<file path="src/rtl/tc_pkg.sv">
package tc_pkg;
  // Register word addresses
  localparam int A_CTRL_A = 0;
  localparam int A_CTRL_B = 1;
  localparam int A_RUN_A  = 2;
  localparam int A_RUN_B  = 3;
  localparam int A_RLD_A  = 4;
  localparam int A_RLD_B  = 5;
  localparam int A_CNT_A  = 6;
  localparam int A_CNT_B  = 7;
  localparam int A_IEN    = 8;
  localparam int A_IST    = 9;

  // Control word bit positions (bit 0 is the running state)
  localparam int B_UP   = 1;
  localparam int B_CNT  = 2;
  localparam int B_HALT = 3;
  localparam int B_CAT  = 4;
  localparam int B_INV  = 5;
  localparam int B_SYNC = 8;
  localparam int B_TEXT = 9;
  localparam int B_CINT = 10;

  // Run word bits
  localparam int R_GO   = 0;
  localparam int R_STOP = 1;
  localparam int R_LOAD = 2;

  typedef enum logic [1:0] {
    EV_LEVEL = 2'd0,
    EV_RISE  = 2'd1,
    EV_FALL  = 2'd2,
    EV_BOTH  = 2'd3
  } ev_sel_e;
endpackage

</file>
<file path="src/rtl/tc_evt_qual.sv">
module tc_evt_qual
  import tc_pkg::*;
(
  input  logic       clk,
  input  logic       rst,
  input  logic       pin,
  input  logic       sync_en,
  input  logic       invert,
  input  logic [1:0] sel,
  output logic       evt
);
  logic st1, st2, prev;
  logic lvl;

  always_ff @(posedge clk) begin
    if (rst) begin
      st1  <= 1'b0;
      st2  <= 1'b0;
      prev <= 1'b0;
    end else begin
      st1  <= pin;
      st2  <= st1;
      prev <= lvl;
    end
  end

  assign lvl = (sync_en ? st2 : st1) ^ invert;

  always_comb begin
    unique case (ev_sel_e'(sel))
      EV_LEVEL: evt = lvl;
      EV_RISE:  evt = lvl & ~prev;
      EV_FALL:  evt = ~lvl & prev;
      default:  evt = lvl ^ prev;
    endcase
  end
endmodule

</file>
<file path="src/rtl/tc_slice.sv">
module tc_slice #(
  parameter int W = 16
) (
  input  logic         clk,
  input  logic         rst,
  input  logic         load,
  input  logic [W-1:0] load_val,
  input  logic         step,
  input  logic         up,
  output logic [W-1:0] count,
  output logic         at_end
);
  always_ff @(posedge clk) begin
    if (rst)       count <= '0;
    else if (load) count <= load_val;
    else if (step) count <= up ? count + 1'b1 : count - 1'b1;
  end

  assign at_end = up ? (&count) : ~(|count);
endmodule

</file>
<file path="src/rtl/tc_pair.sv">
module tc_pair
  import tc_pkg::*;
#(
  parameter int CNT_W  = 16,
  parameter int ADDR_W = 4
) (
  input  logic                 clk,
  input  logic                 rst,
  input  logic                 reg_wr,
  input  logic [ADDR_W-1:0]    reg_addr,
  input  logic [2*CNT_W-1:0]   reg_wdata,
  output logic [2*CNT_W-1:0]   rd_data,
  input  logic                 ext_in_a,
  input  logic                 ext_in_b,
  output logic                 irq
);
  localparam int BUS_W = 2 * CNT_W;
  localparam int NH    = 2;

  logic [NH-1:0][10:1]      ctrl_q;
  logic [NH-1:0]            run_q;
  logic [NH-1:0][CNT_W-1:0] reload_q;
  logic [NH-1:0][CNT_W-1:0] cnt;
  logic [NH-1:0]            irq_en, irq_st;
  logic [NH-1:0]            st_n;

  logic [NH-1:0] ext_in, qev, src_ev, tick, at_end;
  logic [NH-1:0] ld, stp, hit, up_e, halt_e;
  logic [NH-1:0] wr_ctrl, wr_run, wr_rld, start_rl;
  logic          concat, wr_ien, wr_ist;

  assign ext_in = {ext_in_b, ext_in_a};
  assign concat = ctrl_q[0][B_CAT];

  // Address decode
  assign wr_ctrl[0] = reg_wr && (reg_addr == ADDR_W'(A_CTRL_A));
  assign wr_ctrl[1] = reg_wr && (reg_addr == ADDR_W'(A_CTRL_B));
  assign wr_run[0]  = reg_wr && (reg_addr == ADDR_W'(A_RUN_A));
  assign wr_run[1]  = reg_wr && (reg_addr == ADDR_W'(A_RUN_B));
  assign wr_rld[0]  = reg_wr && (reg_addr == ADDR_W'(A_RLD_A));
  assign wr_rld[1]  = reg_wr && (reg_addr == ADDR_W'(A_RLD_B));
  assign wr_ien     = reg_wr && (reg_addr == ADDR_W'(A_IEN));
  assign wr_ist     = reg_wr && (reg_addr == ADDR_W'(A_IST));

  // Per-slice input conditioning and count storage
  for (genvar h = 0; h < NH; h++) begin : g_half
    tc_evt_qual u_qual (
      .clk     (clk),
      .rst     (rst),
      .pin     (ext_in[h]),
      .sync_en (ctrl_q[h][B_SYNC]),
      .invert  (ctrl_q[h][B_INV]),
      .sel     (ctrl_q[h][7:6]),
      .evt     (qev[h])
    );

    assign src_ev[h] = ctrl_q[h][B_CNT] ? (ctrl_q[h][B_CINT] ? 1'b1 : qev[h])
                                        : (ctrl_q[h][B_TEXT] ? qev[h] : 1'b1);
    assign tick[h]     = run_q[h] & src_ev[h];
    assign start_rl[h] = wr_run[h] & reg_wdata[R_GO] & reg_wdata[R_LOAD] & ~reg_wdata[R_STOP];

    tc_slice #(.W(CNT_W)) u_slice (
      .clk      (clk),
      .rst      (rst),
      .load     (ld[h]),
      .load_val (reload_q[h]),
      .step     (stp[h]),
      .up       (up_e[h]),
      .count    (cnt[h]),
      .at_end   (at_end[h])
    );
  end

  // Terminal detection, cascade and load selection
  always_comb begin
    up_e[0]   = ctrl_q[0][B_UP];
    halt_e[0] = ctrl_q[0][B_HALT];
    up_e[1]   = concat ? ctrl_q[0][B_UP]   : ctrl_q[1][B_UP];
    halt_e[1] = concat ? ctrl_q[0][B_HALT] : ctrl_q[1][B_HALT];

    hit[0] = tick[0] & at_end[0] & (concat ? at_end[1] : 1'b1);
    stp[0] = tick[0] & ~hit[0];
    ld[0]  = start_rl[0] | (hit[0] & ~halt_e[0]);

    if (concat) begin
      hit[1] = 1'b0;
      stp[1] = tick[0] & at_end[0] & ~hit[0];
      ld[1]  = ld[0];
    end else begin
      hit[1] = tick[1] & at_end[1];
      stp[1] = tick[1] & ~hit[1];
      ld[1]  = start_rl[1] | (hit[1] & ~halt_e[1]);
    end

    st_n = (irq_st & ~(wr_ist ? reg_wdata[NH-1:0] : '0)) | (hit & irq_en);
  end

  // Register state
  always_ff @(posedge clk) begin
    if (rst) begin
      ctrl_q   <= '0;
      run_q    <= '0;
      reload_q <= '0;
      irq_en   <= '0;
      irq_st   <= '0;
      irq      <= 1'b0;
    end else begin
      if (wr_ctrl[0]) ctrl_q[0] <= reg_wdata[10:1];
      if (wr_ctrl[1]) ctrl_q[1] <= {reg_wdata[10:5], 1'b0, reg_wdata[3:1]};

      for (int h = 0; h < NH; h++) begin
        if (wr_run[h] && reg_wdata[R_STOP])     run_q[h] <= 1'b0;
        else if (wr_run[h] && reg_wdata[R_GO])  run_q[h] <= 1'b1;
        else if (hit[h] && halt_e[h])           run_q[h] <= 1'b0;
      end

      if (wr_rld[0]) begin
        reload_q[0] <= reg_wdata[CNT_W-1:0];
        if (concat) reload_q[1] <= reg_wdata[BUS_W-1:CNT_W];
      end
      if (wr_rld[1] && !concat) reload_q[1] <= reg_wdata[CNT_W-1:0];

      if (wr_ien) irq_en <= reg_wdata[NH-1:0];
      irq_st <= st_n;
      irq    <= |(st_n & (wr_ien ? reg_wdata[NH-1:0] : irq_en));
    end
  end

  // Registered read port
  always_ff @(posedge clk) begin
    if (rst) rd_data <= '0;
    else begin
      unique case (reg_addr)
        ADDR_W'(A_CTRL_A): rd_data <= BUS_W'({ctrl_q[0], run_q[0]});
        ADDR_W'(A_CTRL_B): rd_data <= BUS_W'({ctrl_q[1], run_q[1]});
        ADDR_W'(A_RLD_A):  rd_data <= concat ? {reload_q[1], reload_q[0]} : BUS_W'(reload_q[0]);
        ADDR_W'(A_RLD_B):  rd_data <= BUS_W'(reload_q[1]);
        ADDR_W'(A_CNT_A):  rd_data <= concat ? {cnt[1], cnt[0]} : BUS_W'(cnt[0]);
        ADDR_W'(A_CNT_B):  rd_data <= BUS_W'(cnt[1]);
        ADDR_W'(A_IEN):    rd_data <= BUS_W'(irq_en);
        ADDR_W'(A_IST):    rd_data <= BUS_W'(irq_st);
        default:           rd_data <= '0;
      endcase
    end
  end
endmodule

</file>
<file path="config.mk">
export PLATFORM = sky130hd
export DESIGN_NAME = tc_pair
export DESIGN_NICKNAME = d
export VERILOG_FILES = /design/src/rtl/tc_pkg.sv /design/src/rtl/tc_evt_qual.sv /design/src/rtl/tc_slice.sv /design/src/rtl/tc_pair.sv
export SDC_FILE = /design/constraint.sdc
export NUM_CORES = 1
export LEC_CHECK = 0
export BUFFER_PORTS_ARGS = -buffer_cell sky130_fd_sc_hd__buf_2
export CAP_MARGIN = 20
export CORE_MARGIN = 2
export CORE_UTILIZATION = 46
export CTS_CLUSTER_SIZE = 8
export DETAILED_ROUTE_END_ITERATION = 16
export PLACE_DENSITY_LB_ADDON = 0.12
export SYNTH_ARGS = -nofsm -noshare
export SYNTH_HDL_FRONTEND = slang
export SYNTH_HIERARCHICAL = 1
export SYNTH_SLANG_ARGS = --single-unit
</file>
<file path="constraint.sdc">
create_clock -name clk -period 10.4 [get_ports clk]
set_clock_uncertainty 0.05 [all_clocks]
set_input_delay 0.52 -clock clk [delete_from_list [all_inputs] [get_ports clk]]
set_output_delay 0.52 -clock clk [all_outputs]
set_load 0.05 [all_outputs]
</file>
=== After elaboration in Yosys (flattened, before gate mapping) ===
Index checks and enable logic that the tools add are counted.

* Bits in registers: 128
* Bits in latches: 0
* ROM bits: 0
* Bits of input ports: 41
* Word-level logic and storage cells: 146
* Memories kept: 0
* Output and inout port bits: 33
* Memory bits (writable): 0

* Reductions and logical operators: 33
* Multiply operators: 0
* Shifts and indexed selects: 0
* Add/subtract/negate cells: 4
* Mux-type cells: 36
* $lt $le $gt $ge: 0
* Eq/ne operators: 13
* Div/mod/pow operators: 0
* Bitwise logic cells: 42

{| class="wikitable"
|+ Operators by type and width
! cell !! count
|-
| one-hot mux 32 bit (8 select lines) || 1
|-
| two-way mux 16 bit || 8
|-
| two-way mux 32 bit || 3
|-
| adder 16 x 1 -> 16 bit (second input constant) || 2
|-
| AND reduction 16 bit || 2
|-
| OR reduction 16 bit || 2
|-
| subtractor 16 x 1 -> 16 bit (second input constant) || 2
|-
| AND 1 bit || 20
|-
| two-way mux 1 bit || 20
|-
| == test 4 x 3 -> 1 bit (second input constant) || 4
|-
| logical AND 1 bit || 15
|-
| nonzero test 2 bit || 6
|-
| NOT 1 bit || 11
|-
| == test 4 x 2 -> 1 bit (second input constant) || 2
|-
| == test 4 bit (second input constant) || 2
|-
| AND 2 bit || 3
|-
| one-hot mux 1 bit (3 select lines) || 2
|-
| OR reduction 2 bit || 3
|-
| == test 2 x 1 -> 1 bit (second input constant) || 2
|-
| == test 2 bit (second input constant) || 2
|-
| == test 4 x 1 -> 1 bit (second input constant) || 1
|-
| zero test 2 bit || 2
|-
| zero test 4 bit || 1
|-
| two-way mux 2 bit || 2
|-
| 6 further kinds || 10
|}

=== Logic depth before layout (Yosys ltp) ===
* Depth after elaboration: 15
* Gate-level depth with buffers: 16
* Depth with buffers taken out: 14

=== Modules after synthesis ===
The synthesis kept the hierarchy.

{| class="wikitable"
|+ By module, submodules not included
! module !! instances !! cells an instance !! seq. area each (µm²) !! area an instance (µm²)
|-
| tc_pair || 1 || 455 || 1801.7 || 3991.3
|-
| tc_slice || 2 || 194 || 320.3 || 1522.7
|-
| tc_evt_qual || 2 || 14 || 60.1 || 153.9
|}

=== Worst setup path before layout ===
Ideal clock, no wire load.

* Kind: reg2reg
* Start point: register ctrl_q[7] (netlist name)
* End point: register g_half[1].u_slice.count[15]
* Stages on the path, launching flop included: 15
* Slack: 6.519 ns
* Period minus slack after synthesis: 3.881 ns
* Path buffers: 1
* Arrival: 3.774 ns
* Library setup time: 0.058 ns
* Cells stage by stage: dfxtp_1 mux2i_1 xor2_1 inv_2 ha_1 inv_1 mux4_2 o31a_1 a32o_1 a211o_1 or3_1 buf_6 or3_1 a211oi_2 a211o_1

* Cells in the longest elaborated chain, start to end: 14
* Elaborated cells between the ends (all ways): 21
* Classes of those cells: 8 x mux; 12 x bitwise; 1 x reduce/logical

{| class="wikitable"
|+ Ends and longest elaborated chain
! item !! line !! text
|-
| start: declaration || tc_pair.sv:20 || <nowiki>logic [NH-1:0][10:1] ctrl_q;</nowiki>
|-
| two-way mux 1 bit (*) || tc_evt_qual.sv:27 || <nowiki>assign lvl = (sync_en ? st2 : st1) ^ invert;</nowiki>
|-
| XOR 1 bit (*) || tc_evt_qual.sv:27 ||
|-
| net g_half[0].u_qual.lvl || tc_evt_qual.sv:13 || <nowiki>logic lvl;</nowiki>
|-
| NOT 1 bit || tc_evt_qual.sv:33 || <nowiki>EV_FALL: evt = ~lvl & prev;</nowiki>
|-
| AND 1 bit || tc_evt_qual.sv:33 ||
|-
| one-hot mux 1 bit (3 select lines) (*) || tc_evt_qual.sv:30 || <nowiki>unique case (ev_sel_e'(sel))</nowiki>
|-
| net qev[0] || tc_pair.sv:27 || <nowiki>logic [NH-1:0] ext_in, qev, src_ev, tick, at_end;</nowiki>
|-
| two-way mux 1 bit, on equally long branches || tc_pair.sv:58, tc_pair.sv:57 ||
|-
| two-way mux 1 bit (*) || tc_pair.sv:57 || <nowiki>assign src_ev[h] = ctrl_q[h][B_CNT] ? (ctrl_q[h][B_CINT] ? 1'b1 : qev[h])</nowiki>
|-
| AND 1 bit (*) || tc_pair.sv:59 || <nowiki>assign tick[h] = run_q[h] & src_ev[h];</nowiki>
|-
| AND 1 bit (*) (2 in series) || tc_pair.sv:81 || <nowiki>hit[0] = tick[0] & at_end[0] & (concat ? at_end[1] : 1'b1);</nowiki>
|-
| AND 1 bit (*) || tc_pair.sv:83 || <nowiki>ld[0] = start_rl[0] | (hit[0] & ~halt_e[0]);</nowiki>
|-
| OR 1 bit (*) || tc_pair.sv:83 ||
|-
| net ld[0] || tc_pair.sv:28 || <nowiki>logic [NH-1:0] ld, stp, hit, up_e, halt_e;</nowiki>
|-
| two-way mux 1 bit (*) || tc_pair.sv:85 || <nowiki>if (concat) begin</nowiki>
|-
| net ld[1] || tc_pair.sv:28 ||
|-
| two-way mux 16 bit or nonzero test 2 bit (tied branches) || n/a ||
|-
| end signal: assignment || tc_slice.sv:15 || <nowiki>else if (load) count <= load_val;</nowiki>
|-
| end signal: assignment || tc_slice.sv:16 || <nowiki>else if (step) count <= up ? count + 1'b1 : count - 1'b1;</nowiki>
|-
| end: declaration || tc_slice.sv:10 || <nowiki>output logic [W-1:0] count,</nowiki>
|}

The timed path passes the listed nets; every way through them passes the cells marked *.
A chain may end at the register's enable or synchronous reset.

=== Final worst setup path ===
Same ends and word-level chain as after synthesis.

==> flow_summary.ini <==
[global_route]
grt_pass1_vias = 6756
globalRouteOverflowTotal = 0
grt_pass1_wl_um = 37300
grt_util_all_layers_pct = 28.8
grt.met3_usage_pct = 5.45
grt_max_degree = 59
use_met1_pct = 39.8
grt_util_met2_pct = 44.9
antenna_found_initial = 0
grt_busiest_layer = met2

[pwr]
leakagePower_nw = 3.40
powerDensity_nw_per_um2 = 150
peakVddDrop_v = 0.000112

[routing]
drc_errors = 0
drtIter0Drc = 741
ant_nets = 0
routedWlPerCell_um = 21.0
viasPerCell = 6.08
firstDrtPassIters = 6
vias = 6949
routed_wl_um = 24000

[min_path]
hold_end = g_half[0].u_qual/st1
hp-start = ext_in_a
hp-class = input pin to flop
holdPathStages = 2

[timing]
finalSetupViolCount = 0
hold_viol = 0
fmax_ghz = 0.216
slew_headroom_pct = 25.7
drv_slew = 0
setup_tns_ns = 0
rsz0062_at_grt = false
min_period_ns = 4.63
tightest_slew_ns = 1.11
period_share_pct = 44.5

[clocking]
cts_max_level = 4
clk_pin_slew_ns = 0.06
cts-buffers-inserted = 17
ctsLongestPathBuffers = 2
cts_tree = yes
cts_hold_repair.buffers = 0
cts.sinks = 128
post_cts_buffers = 0
cts_root_buf = clkbuf_16
cts_resized = 0
clk_latency_ns = 0.42

[yosys]
ys_warn_count = 6
synthTopCellsByArea = dfxtp_1, ha_1, a21oi_1
netlist.area_leader.share_pct = 34.9
synth_edf_count = 0
yosysMostFrequentCell = dfxtp_1
synthFlopType = dfxtp_1
synthTopCellsByCount = dfxtp_1, nor2_1, nand2_1, a21oi_1, clkbuf_1
yosys.area.top_type = dfxtp_1
ys_seq_area_share_pct = 34.9
synth.avg_cell_area_um2 = 8.43
synth.net_count = 946
async_reset_ff_share_pct = 0
syn_area_um2 = 7340
syn-instance-count = 871
ys_types = 62
synth_seq_cells = 128

[final_layout]
diodes = 0
area_growth_pct = 14.7
final_util_pct = 53.4
nNetsFinal = 989
drive_gt1_share_pct = 16.5

[floorplanning]
placementRows = 46
initial_core_util_pct = 46.6
die_w_um = 130
die_h_um = 130
boundaryPins = 74
core_area_um2 = 15800
dieArea_um2 = 17000

[worst_setup_path]
crit_fanout = 34
critPathCaptureType = flop
required_ns = 10.72
arrival_ns = 4.94
crit_path_start_kind = flop
ff2ff_path_depth = 15
r2r-start = ctrl_q[7]
r2r_setup_slack_ns = 5.77
crit_type = flop to flop
r2r-end = g_half[1].u_slice/count[15]

[place]
dp_hpwl_um = 16900
portBuffers = 73
place.gp.congestion = 0.879

[status]
status = completed

[run]
cap_violations = 0
[report_power, final]
group | total, mW | internal [mW] | switching, mW | leakage (nW)
combinational | 0.0963 | 0.0343 | 0.0621 | 2.05
sequential | 0.503 | 0.496 | 0.00662 | 1.03
clock | 0.667 | 0.434 | 0.233 | 0.312
[flip-flops by register name (all words and copies together) (netlist names)]
register	count
g_half.u_qual/st2	2
irq_st	2
ctrl_q	18
reload_q	32
g_half.u_slice/count	32
run_q	2
irq_en	2
g_half.u_qual/st1	2
g_half.u_qual/prev	2
irq	1
rd_data	32
concat	1
[worst max-delay path by stage]
stage / to / from / cells past startpoint / slack [ns]
4_1_cts: g_half[1].u_slice/count[15] / ctrl_q[7] / 15 / 5.77
5_1_grt: g_half[1].u_slice/count[15] / ctrl_q[7] / 15 / 5.56
3_5_place_dp: g_half[1].u_slice/count[15] / ctrl_q[7] / 15 / 5.81
6_report: g_half[1].u_slice/count[15] / ctrl_q[7] / 15 / 5.77
3_3_place_gp: g_half[1].u_slice/count[15] / ctrl_q[7] / 15 / 5.88
2_1_floorplan: g_half[1].u_slice/count[15] / ctrl_q[7] / 14 / 6.52
[layout by cell type, fill, tap and decap left out, types with 9 or more instances in the layout]
| cell | count |
|---|---|
| nor2_1 | 82 |
| o31ai_1 | 10 |
| nor2b_1 | 19 |
| nor4_1 | 10 |
| a21o_1 | 12 |
| o21ai_0 | 12 |
| or3_1 | 9 |
| nand3_1 | 19 |
| ha_1 | 32 |
| nor3_1 | 25 |
| xor2_1 | 10 |
| nand2_1 | 81 |
| mux2i_1 | 28 |
| a22oi_1 | 26 |
| inv_1 | 26 |
| a221oi_1 | 9 |
| buf_4 | 10 |
| nor3b_1 | 24 |
| clkbuf_16 | 17 |
| a21oi_1 | 78 |
| o22ai_1 | 28 |
| buf_2 | 72 |
| a31oi_1 | 12 |
| o2bb2ai_1 | 11 |
| nand4_1 | 15 |
| xnor2_1 | 17 |
| dfxtp_1 | 128 |
[final cells by class]
class,instances,area [um^2]
clock buffers,20,447
well taps,216,270
clock inverters,12,205
multi-input cells,653,4370
fillers,1522,7340
flip-flops and latches,128,2560
inverters,31,121
repair buffers,83,447
[routing by layer]
layer / share of wire [%] / wire length (um)
met2: 46 / 11000
met4: 2.6 / 620
met5: 0 / 0
met1: 45 / 10700
met3: 7.0 / 1670
[critical path, stage by stage (launching register included)]
cell      delay [ns]
dfxtp_1         0.37
mux2i_1         0.23
xor2_1          0.27
inv_2           0.07
ha_1            0.28
inv_1           0.03
mux4_2          0.47
o31a_1          0.39
a32o_1          0.29
buf_4           0.24
a211o_1         0.33
buf_4           0.24
or3_1           0.56
or3_1           0.41
a211oi_2        0.21
a211o_1         0.12
[metrics by stage]
step	hold WS (ns)	cells	worst slack [ns]	power [mW]	instance area, um^2
after global routing	0.263	1143	5.56	1.30	8430
after global placement	0.405	1110	5.88	0.605	7760
final	0.255	1143	5.77	1.27	8430
after detailed placement	0.409	1111	5.81	0.607	7770
after CTS	0.252	1143	5.77	1.27	8430
after floorplan	0.387	871	6.52	0.575	7340
[logic make-up (layout without fill, tap and decap cells)]
logic type,count (synthesis),after routing,synth area share [%]
compound gates,239,239,21.9
xor+xnor,27,27,3.22
fa+ha+maj,34,34,6.00
buf+inv,90,146,5.55
flops,128,128,34.9
mux,42,42,7.19
simple gates,311,311,21.2
No activity file was read; power rests on OpenSTA's default activity.
